### config.mk
export PLATFORM = sky130hd
export DESIGN_NAME = serial_ctrl_regs
export DESIGN_NICKNAME = d
export VERILOG_FILES = /design/src/rtl/scr_pkg.sv /design/src/rtl/scr_shift.sv /design/src/rtl/scr_bank.sv /design/src/rtl/scr_decode.sv /design/src/rtl/serial_ctrl_regs.sv
export SDC_FILE = /design/constraint.sdc
export NUM_CORES = 1
export LEC_CHECK = 0
export BUFFER_PORTS_ARGS = -buffer_cell sky130_fd_sc_hd__buf_2
export CORE_ASPECT_RATIO = 1.5
export CORE_MARGIN = 2
export CORE_UTILIZATION = 40
export CTS_CLUSTER_DIAMETER = 150
export DETAILED_ROUTE_END_ITERATION = 12
export GPL_TIMING_DRIVEN = 0
export PLACE_DENSITY = 0.61
export REMOVE_ABC_BUFFERS = 1
export SYNTH_ARGS = -nofsm -noshare
export SYNTH_HDL_FRONTEND = slang
export SYNTH_SLANG_ARGS = --single-unit
### constraint.sdc
create_clock -name clk_i -period 2.2 [get_ports clk_i]
set_input_delay 0.44 -clock clk_i [delete_from_list [all_inputs] [get_ports clk_i]]
set_output_delay 0.44 -clock clk_i [all_outputs]
set_load 0.1 [all_outputs]
### src/rtl/scr_pkg.sv
package scr_pkg;
  localparam int RSV_W   = 5;
  localparam int ADDR_W  = 2;
  localparam int DATA_W  = 9;
  localparam int FRAME_W = RSV_W + ADDR_W + DATA_W;
  localparam int NUM_REGS = 1 << ADDR_W;

  typedef enum logic [1:0] {DE_OFF = 2'd0, DE_32K = 2'd1, DE_44K1 = 2'd2, DE_48K = 2'd3} deemph_e;

  // hardware pin code -> common rate code
  function automatic deemph_e hw_deemph(input logic [1:0] pins);
    case (pins)
      2'b01:   return DE_48K;
      2'b10:   return DE_44K1;
      2'b11:   return DE_32K;
      default: return DE_OFF;
    endcase
  endfunction
endpackage

### src/rtl/scr_shift.sv
module scr_shift #(
  parameter int RSV_W  = 5,
  parameter int ADDR_W = 2,
  parameter int DATA_W = 9,
  localparam int FRAME_W = RSV_W + ADDR_W + DATA_W,
  localparam int CNT_W   = $clog2(FRAME_W + 2)
) (
  input  logic              clk_i,
  input  logic              rst_ni,
  input  logic              sclk_i,
  input  logic              sdat_i,
  input  logic              latch_i,
  output logic              wr_en_o,
  output logic [ADDR_W-1:0] wr_addr_o,
  output logic [DATA_W-1:0] wr_data_o
);
  localparam logic [CNT_W-1:0] CNT_FULL = CNT_W'(FRAME_W);
  localparam logic [CNT_W-1:0] CNT_OVER = CNT_W'(FRAME_W + 1);

  logic               sclk_q, latch_q;
  logic [FRAME_W-1:0] sr_q;
  logic [CNT_W-1:0]   cnt_q;
  logic               sclk_rise, latch_rise;

  assign sclk_rise  = sclk_i & ~sclk_q;
  assign latch_rise = latch_i & ~latch_q;

  always_ff @(posedge clk_i or negedge rst_ni) begin
    if (!rst_ni) begin
      sclk_q  <= 1'b0;
      latch_q <= 1'b0;
      sr_q    <= '0;
      cnt_q   <= '0;
    end else begin
      sclk_q  <= sclk_i;
      latch_q <= latch_i;
      if (latch_rise) begin
        cnt_q <= '0;
      end else if (sclk_rise) begin
        sr_q <= {sr_q[FRAME_W-2:0], sdat_i};
        // saturate one past full so long frames stay invalid
        if (cnt_q != CNT_OVER) cnt_q <= cnt_q + 1'b1;
      end
    end
  end

  assign wr_en_o   = latch_rise && (cnt_q == CNT_FULL) &&
                     (sr_q[FRAME_W-1 -: RSV_W] == '0);
  assign wr_addr_o = sr_q[DATA_W +: ADDR_W];
  assign wr_data_o = sr_q[DATA_W-1:0];
endmodule

### src/rtl/scr_bank.sv
module scr_bank #(
  parameter int ADDR_W = 2,
  parameter int DATA_W = 9,
  localparam int NUM_REGS = 1 << ADDR_W
) (
  input  logic                              clk_i,
  input  logic                              rst_ni,
  input  logic                              wr_en_i,
  input  logic [ADDR_W-1:0]                 wr_addr_i,
  input  logic [DATA_W-1:0]                 wr_data_i,
  output logic [NUM_REGS-1:0][DATA_W-1:0]   regs_o
);
  for (genvar g = 0; g < NUM_REGS; g++) begin : g_reg
    logic [DATA_W-1:0] r_q;
    always_ff @(posedge clk_i or negedge rst_ni) begin
      if (!rst_ni)                                      r_q <= '0;
      else if (wr_en_i && wr_addr_i == ADDR_W'(g))      r_q <= wr_data_i;
    end
    assign regs_o[g] = r_q;
  end
endmodule

### src/rtl/scr_decode.sv
module scr_decode
  import scr_pkg::*;
#(
  parameter int DATA_W = 9,
  parameter int NUM_REGS = 4
) (
  input  logic                            mode_sw_i,
  input  logic [1:0]                      hw_de_i,
  input  logic                            hw_mute_i,
  input  logic [NUM_REGS-1:0][DATA_W-1:0] regs_i,
  output logic [7:0]                      atten_l_o,
  output logic [7:0]                      atten_r_o,
  output logic                            mute_o,
  output logic                            zero_det_en_o,
  output logic [1:0]                      deemph_o,
  output logic                            src_l_o,
  output logic                            src_r_o
);
  logic [3:0] route;
  logic       sw_src_l, sw_src_r;

  assign route = regs_i[3][7:4];

  always_comb begin
    case (route)
      4'd1:    begin sw_src_l = 1'b1; sw_src_r = 1'b0; end
      4'd2:    begin sw_src_l = 1'b0; sw_src_r = 1'b0; end
      4'd3:    begin sw_src_l = 1'b1; sw_src_r = 1'b1; end
      default: begin sw_src_l = 1'b0; sw_src_r = 1'b1; end
    endcase
  end

  always_comb begin
    if (mode_sw_i) begin
      atten_l_o     = regs_i[0][7:0];
      atten_r_o     = regs_i[1][7:0];
      mute_o        = regs_i[2][0];
      deemph_o      = regs_i[2][2:1];
      zero_det_en_o = regs_i[2][4];
      src_l_o       = sw_src_l;
      src_r_o       = sw_src_r;
    end else begin
      atten_l_o     = '0;
      atten_r_o     = '0;
      mute_o        = hw_mute_i;
      deemph_o      = hw_deemph(hw_de_i);
      zero_det_en_o = 1'b0;
      src_l_o       = 1'b0;
      src_r_o       = 1'b1;
    end
  end
endmodule

### src/rtl/serial_ctrl_regs.sv
module serial_ctrl_regs
  import scr_pkg::*;
(
  input  logic       clk_i,
  input  logic       rst_ni,
  input  logic       sclk_i,
  input  logic       sdat_i,
  input  logic       latch_i,
  input  logic       mode_sw_i,
  input  logic [1:0] hw_de_i,
  input  logic       hw_mute_i,
  output logic [7:0] atten_l_o,
  output logic [7:0] atten_r_o,
  output logic       mute_o,
  output logic       zero_det_en_o,
  output logic [1:0] deemph_o,
  output logic       src_l_o,
  output logic       src_r_o
);
  logic                            wr_en;
  logic [ADDR_W-1:0]               wr_addr;
  logic [DATA_W-1:0]               wr_data;
  logic [NUM_REGS-1:0][DATA_W-1:0] regs;

  scr_shift #(.RSV_W(RSV_W), .ADDR_W(ADDR_W), .DATA_W(DATA_W)) u_shift (
    .clk_i, .rst_ni, .sclk_i, .sdat_i, .latch_i,
    .wr_en_o(wr_en), .wr_addr_o(wr_addr), .wr_data_o(wr_data)
  );

  scr_bank #(.ADDR_W(ADDR_W), .DATA_W(DATA_W)) u_bank (
    .clk_i, .rst_ni,
    .wr_en_i(wr_en), .wr_addr_i(wr_addr), .wr_data_i(wr_data),
    .regs_o(regs)
  );

  scr_decode #(.DATA_W(DATA_W), .NUM_REGS(NUM_REGS)) u_dec (
    .mode_sw_i, .hw_de_i, .hw_mute_i, .regs_i(regs),
    .atten_l_o, .atten_r_o, .mute_o, .zero_det_en_o, .deemph_o,
    .src_l_o, .src_r_o
  );
endmodule

==> results by group <==
Hold path
  • Worst min path class: primary input to flop
  • WHS Endpoint: u_shift.sclk_q$_DFF_PN0_
  • Hold path cells: 1
  • Hold_sp: sclk_i

Run status
  • Status: completed

Cells and area
  • Layout Nets: between 200 and 250
  • Layout area overhead: 18.42%
  • Antenna Diode Count: 0
  • Layout fillers: 506
  • Ratio of cells with drive above 1 in the final layout: a little under half
  • Final instance area: ~2500 µm²

Job
  • MaxCap Viol Count: 0

Critical path
  • Worst r2r src: u_shift.cnt_q[2]$_DFFE_PN0P_
  • Crit start category: flop
  • R2R cell count: 4
  • Cell Chain, Critical Path: or3b_2 -> nor4b_4 -> buf_4 -> mux2_2
  • Critical path required time: 2.39 ns
  • Worst reg2reg setup slack: 0.19 ns
  • Arrival time worst endpoint: ~2.2 ns
  • Delay-heaviest family, CP: simple AND/OR/NAND/NOR gates
  • R2r endpoint: u_bank.g_reg[0].r_q[2]$_DFFE_PN0P_
  • Slowest cell on crit path: or3b_2
  • CP bufs+invs: 1
  • CP max stage delay: slightly above 0.6 ns
  • Crit path max fanout: 5
  • CP Capture Type: flop
  • Setup Crit Path Kind: flop to flop

Timing
  • Minimum clock period: about 2 ns
  • Max transition margin: between 30% and 40%
  • FMAX: ~500 MHz
  • Final Max Slew Viols: 0
  • Clock Skew: 0.002791 ns
  • Worst Tran Pin Value: 1.008 ns
  • Final period util: 91.17%
  • Fin. Hold Viols: 0
  • Final setup violation count: 0
  • RSZ-0062 raised after global routing: no

Clocking
  • Clk root buf: clkbuf_8
  • Clk_lat worst skew: around 0.3 ns
  • CTS Hold Bufs: 0
  • Clock Pin Slew Worst Setup and Hold Paths: around 0.090 ns
  • Htree depth: 2
  • CTS Sinks: 47
  • Max clock buf depth: 2
  • Number of CTS-inserted buffers: 5
  • CTS tree: done

Routing
  • Via count: ~1300
  • Initial drt markers: 38
  • # DRC: 0
  • Wire per inst: ~15 µm
  • DR pass1 iterations: 4
  • ANT nets after route: 0
  • Final WL: about 3.8 mm
  • Vias per cell: 5.038

Power and ir drop
  • Tot Pwr: roughly 2.2 mW
  • Pwr/cell area: about 860 nW/µm²
  • Peak VDD IR: between 0.0007 and 0.0008 V
  • Pleak: roughly 1.2 nW

Yosys
  • Number of synthesized register bits: 47
  • Synth unique cells: 29
  • Post-synth EDFFs: 0
  • Synth warn: 0
  • Cells after synthesis: between 150 and 200
  • Top-count cell post-synth: dfrtp_1
  • Synth top area share: between 50% and 60%
  • Syn Std Cell Area: 2133 µm²
  • Post-synth top cells: dfrtp_1 (47), mux2_2 (41), and2_1 (17)
  • Syn_area_per_cell: ~14 µm²
  • Top cells by area, synth: dfrtp_1 (55%), mux2_2 (22%), and2_1 (5.0%)
  • Post-synthesis sequential area ratio: a little under three fifths
  • Post-synth top area cell: dfrtp_1
  • Async S/R FF share, synth: 100.0%
  • Ys flop type: dfrtp_1

Placement
  • Port bufs: 30
  • Placer Congestion: between 0.6 and 0.7
  • Placement-stage cell area: approximately 2300 µm²
  • Post-DP HPWL: 2.671 mm

Global routing
  • Initial antenna violation count: 0
  • Total Routing Usage GR: about 15%
  • Grt total ovfl: 0
  • Largest net degree at the start of global routing: 48
  • First-pass GRT wire length: between 6 and 7 mm
  • Vias in the first global route: about 1400

Floorplanning
  • Die width: ~64 µm
  • Num rows: 32
  • Initial core utilization: around two fifths
  • Core area: 5125 µm²
  • Die ar.: slightly below 6000 µm²
  • Chip height: roughly 93 µm
  • IO Pins: 31
worst register-to-register path: stages (launching register included):
cell and delay (ns):
dfrtp_1 0.43, or3b_2 0.61, nor4b_4 0.33, buf_4 0.20, mux2_2 0.34
layer usage:
metal | part of all wire [%] | global-route usage [%]
met4 | 1.6 | 6.522
met2 | 53 | 25.26
met5 | 0 | 0
met3 | 3.4 | 3.730
met1 | 42 | 17.74
logic make-up after synthesis:
family | count (synthesis) | share of synthesized area (%)
adder cells (fa/ha/maj) | 3 | 1.760
flip-flops | 47 | 55.13
AND/OR/NAND/NOR | 44 | 15.72
XOR/XNOR | 2 | 0.8213
AO/OA/AOI/OAI | 11 | 2.933
buffers and inverters | 8 | 1.466
multiplexers | 42 | 22.17
worst max path at each step:
stage / cells past startpoint / from / slack (ns) / endpoint
6_report: 4 / u_shift.cnt_q[2]$_DFFE_PN0P_ / 0.19 / u_bank.g_reg[0].r_q[2]$_DFFE_PN0P_
3_5_place_dp: 3 / u_shift.sr_q[12]$_DFFE_PN0P_ / -0.18 / u_bank.g_reg[0].r_q[2]$_DFFE_PN0P_
4_1_cts: 3 / u_shift.sr_q[12]$_DFFE_PN0P_ / 0.05 / u_bank.g_reg[2].r_q[1]$_DFFE_PN0P_
5_1_grt: 4 / u_shift.cnt_q[2]$_DFFE_PN0P_ / 0.09 / u_bank.g_reg[0].r_q[3]$_DFFE_PN0P_
3_3_place_gp: 3 / u_shift.sr_q[12]$_DFFE_PN0P_ / -0.14 / u_bank.g_reg[0].r_q[6]$_DFFE_PN0P_
2_1_floorplan: 2 / hw_de_i[1] / -0.89 / deemph_o[1]
cell usage in the layout, fill, tap and decap left out, drive strengths merged, types with 2 or more instances in the layout:
master and count:
nand2b 3, ha 3, and2 17, mux2 42, bufinv 2, or4 2, a21oi 4, o21ai 5
nor4 3, clkbuf 5, dfrtp 47, or3 3, nand2 4, buf 34, nor2 3, inv 3
area by class of cell:
| type | count | area (µm²) | share of cell area [%] |
|---|---|---|---|
| multi-input combinational | 102 | 937.1 | 37.10 |
| clock buffer | 5 | 68.82 | 2.724 |
| tap | 68 | 85.08 | 3.368 |
| sequential | 47 | 1176 | 46.56 |
| inverter | 3 | 11.26 | 0.4458 |
| clock inverter | 3 | 67.56 | 2.675 |
| timing repair buffer | 34 | 180.2 | 7.132 |
power breakdown:
group / total (mW) / internal [mW] / leakage (nW) / switching (mW)
clock network: 0.746 / 0.453 / 0.0644 / 0.293
logic: 0.331 / 0.160 / 0.542 / 0.171
registers: 1.10 / 0.979 / 0.631 / 0.126
total: 2.18 / 1.59 / 1.24 / 0.590
sequential cells by signal, summed over array words and instances (netlist names):
signal / flops
u_shift.sclk_q: 1
u_bank.g.r_q: 24
u_shift.latch_q: 1
u_shift.sr_q: 16
u_shift.cnt_q: 5
what timing repair did:
| action | in CTS | in global routing |
|---|---|---|
| buffers inserted | 4 | 0 |
| resized for setup | 1 | 2 |
| setup endpoints to repair | 17 | 24 |
| pin swaps | 2 | 1 |
| hold endpoints to repair | 0 | 0 |
per-stage QoR:
step	std cells	setup slack [ns]	hold WS [ns]	util [%]	TNS (ns)
after floorplan	152	-0.8912	0.1444	-	-0.8912
after global placement	250	-0.1442	0.4665	45.83	-3.521
after detailed placement	250	-0.1835	0.4725	45.83	-4.745
after CTS	262	0.04810	0.2626	49.12	0
after global routing	262	0.09087	0.2559	49.29	0
final	262	0.1942	0.2723	49.29	0
(Power assumes the default switching activity.)
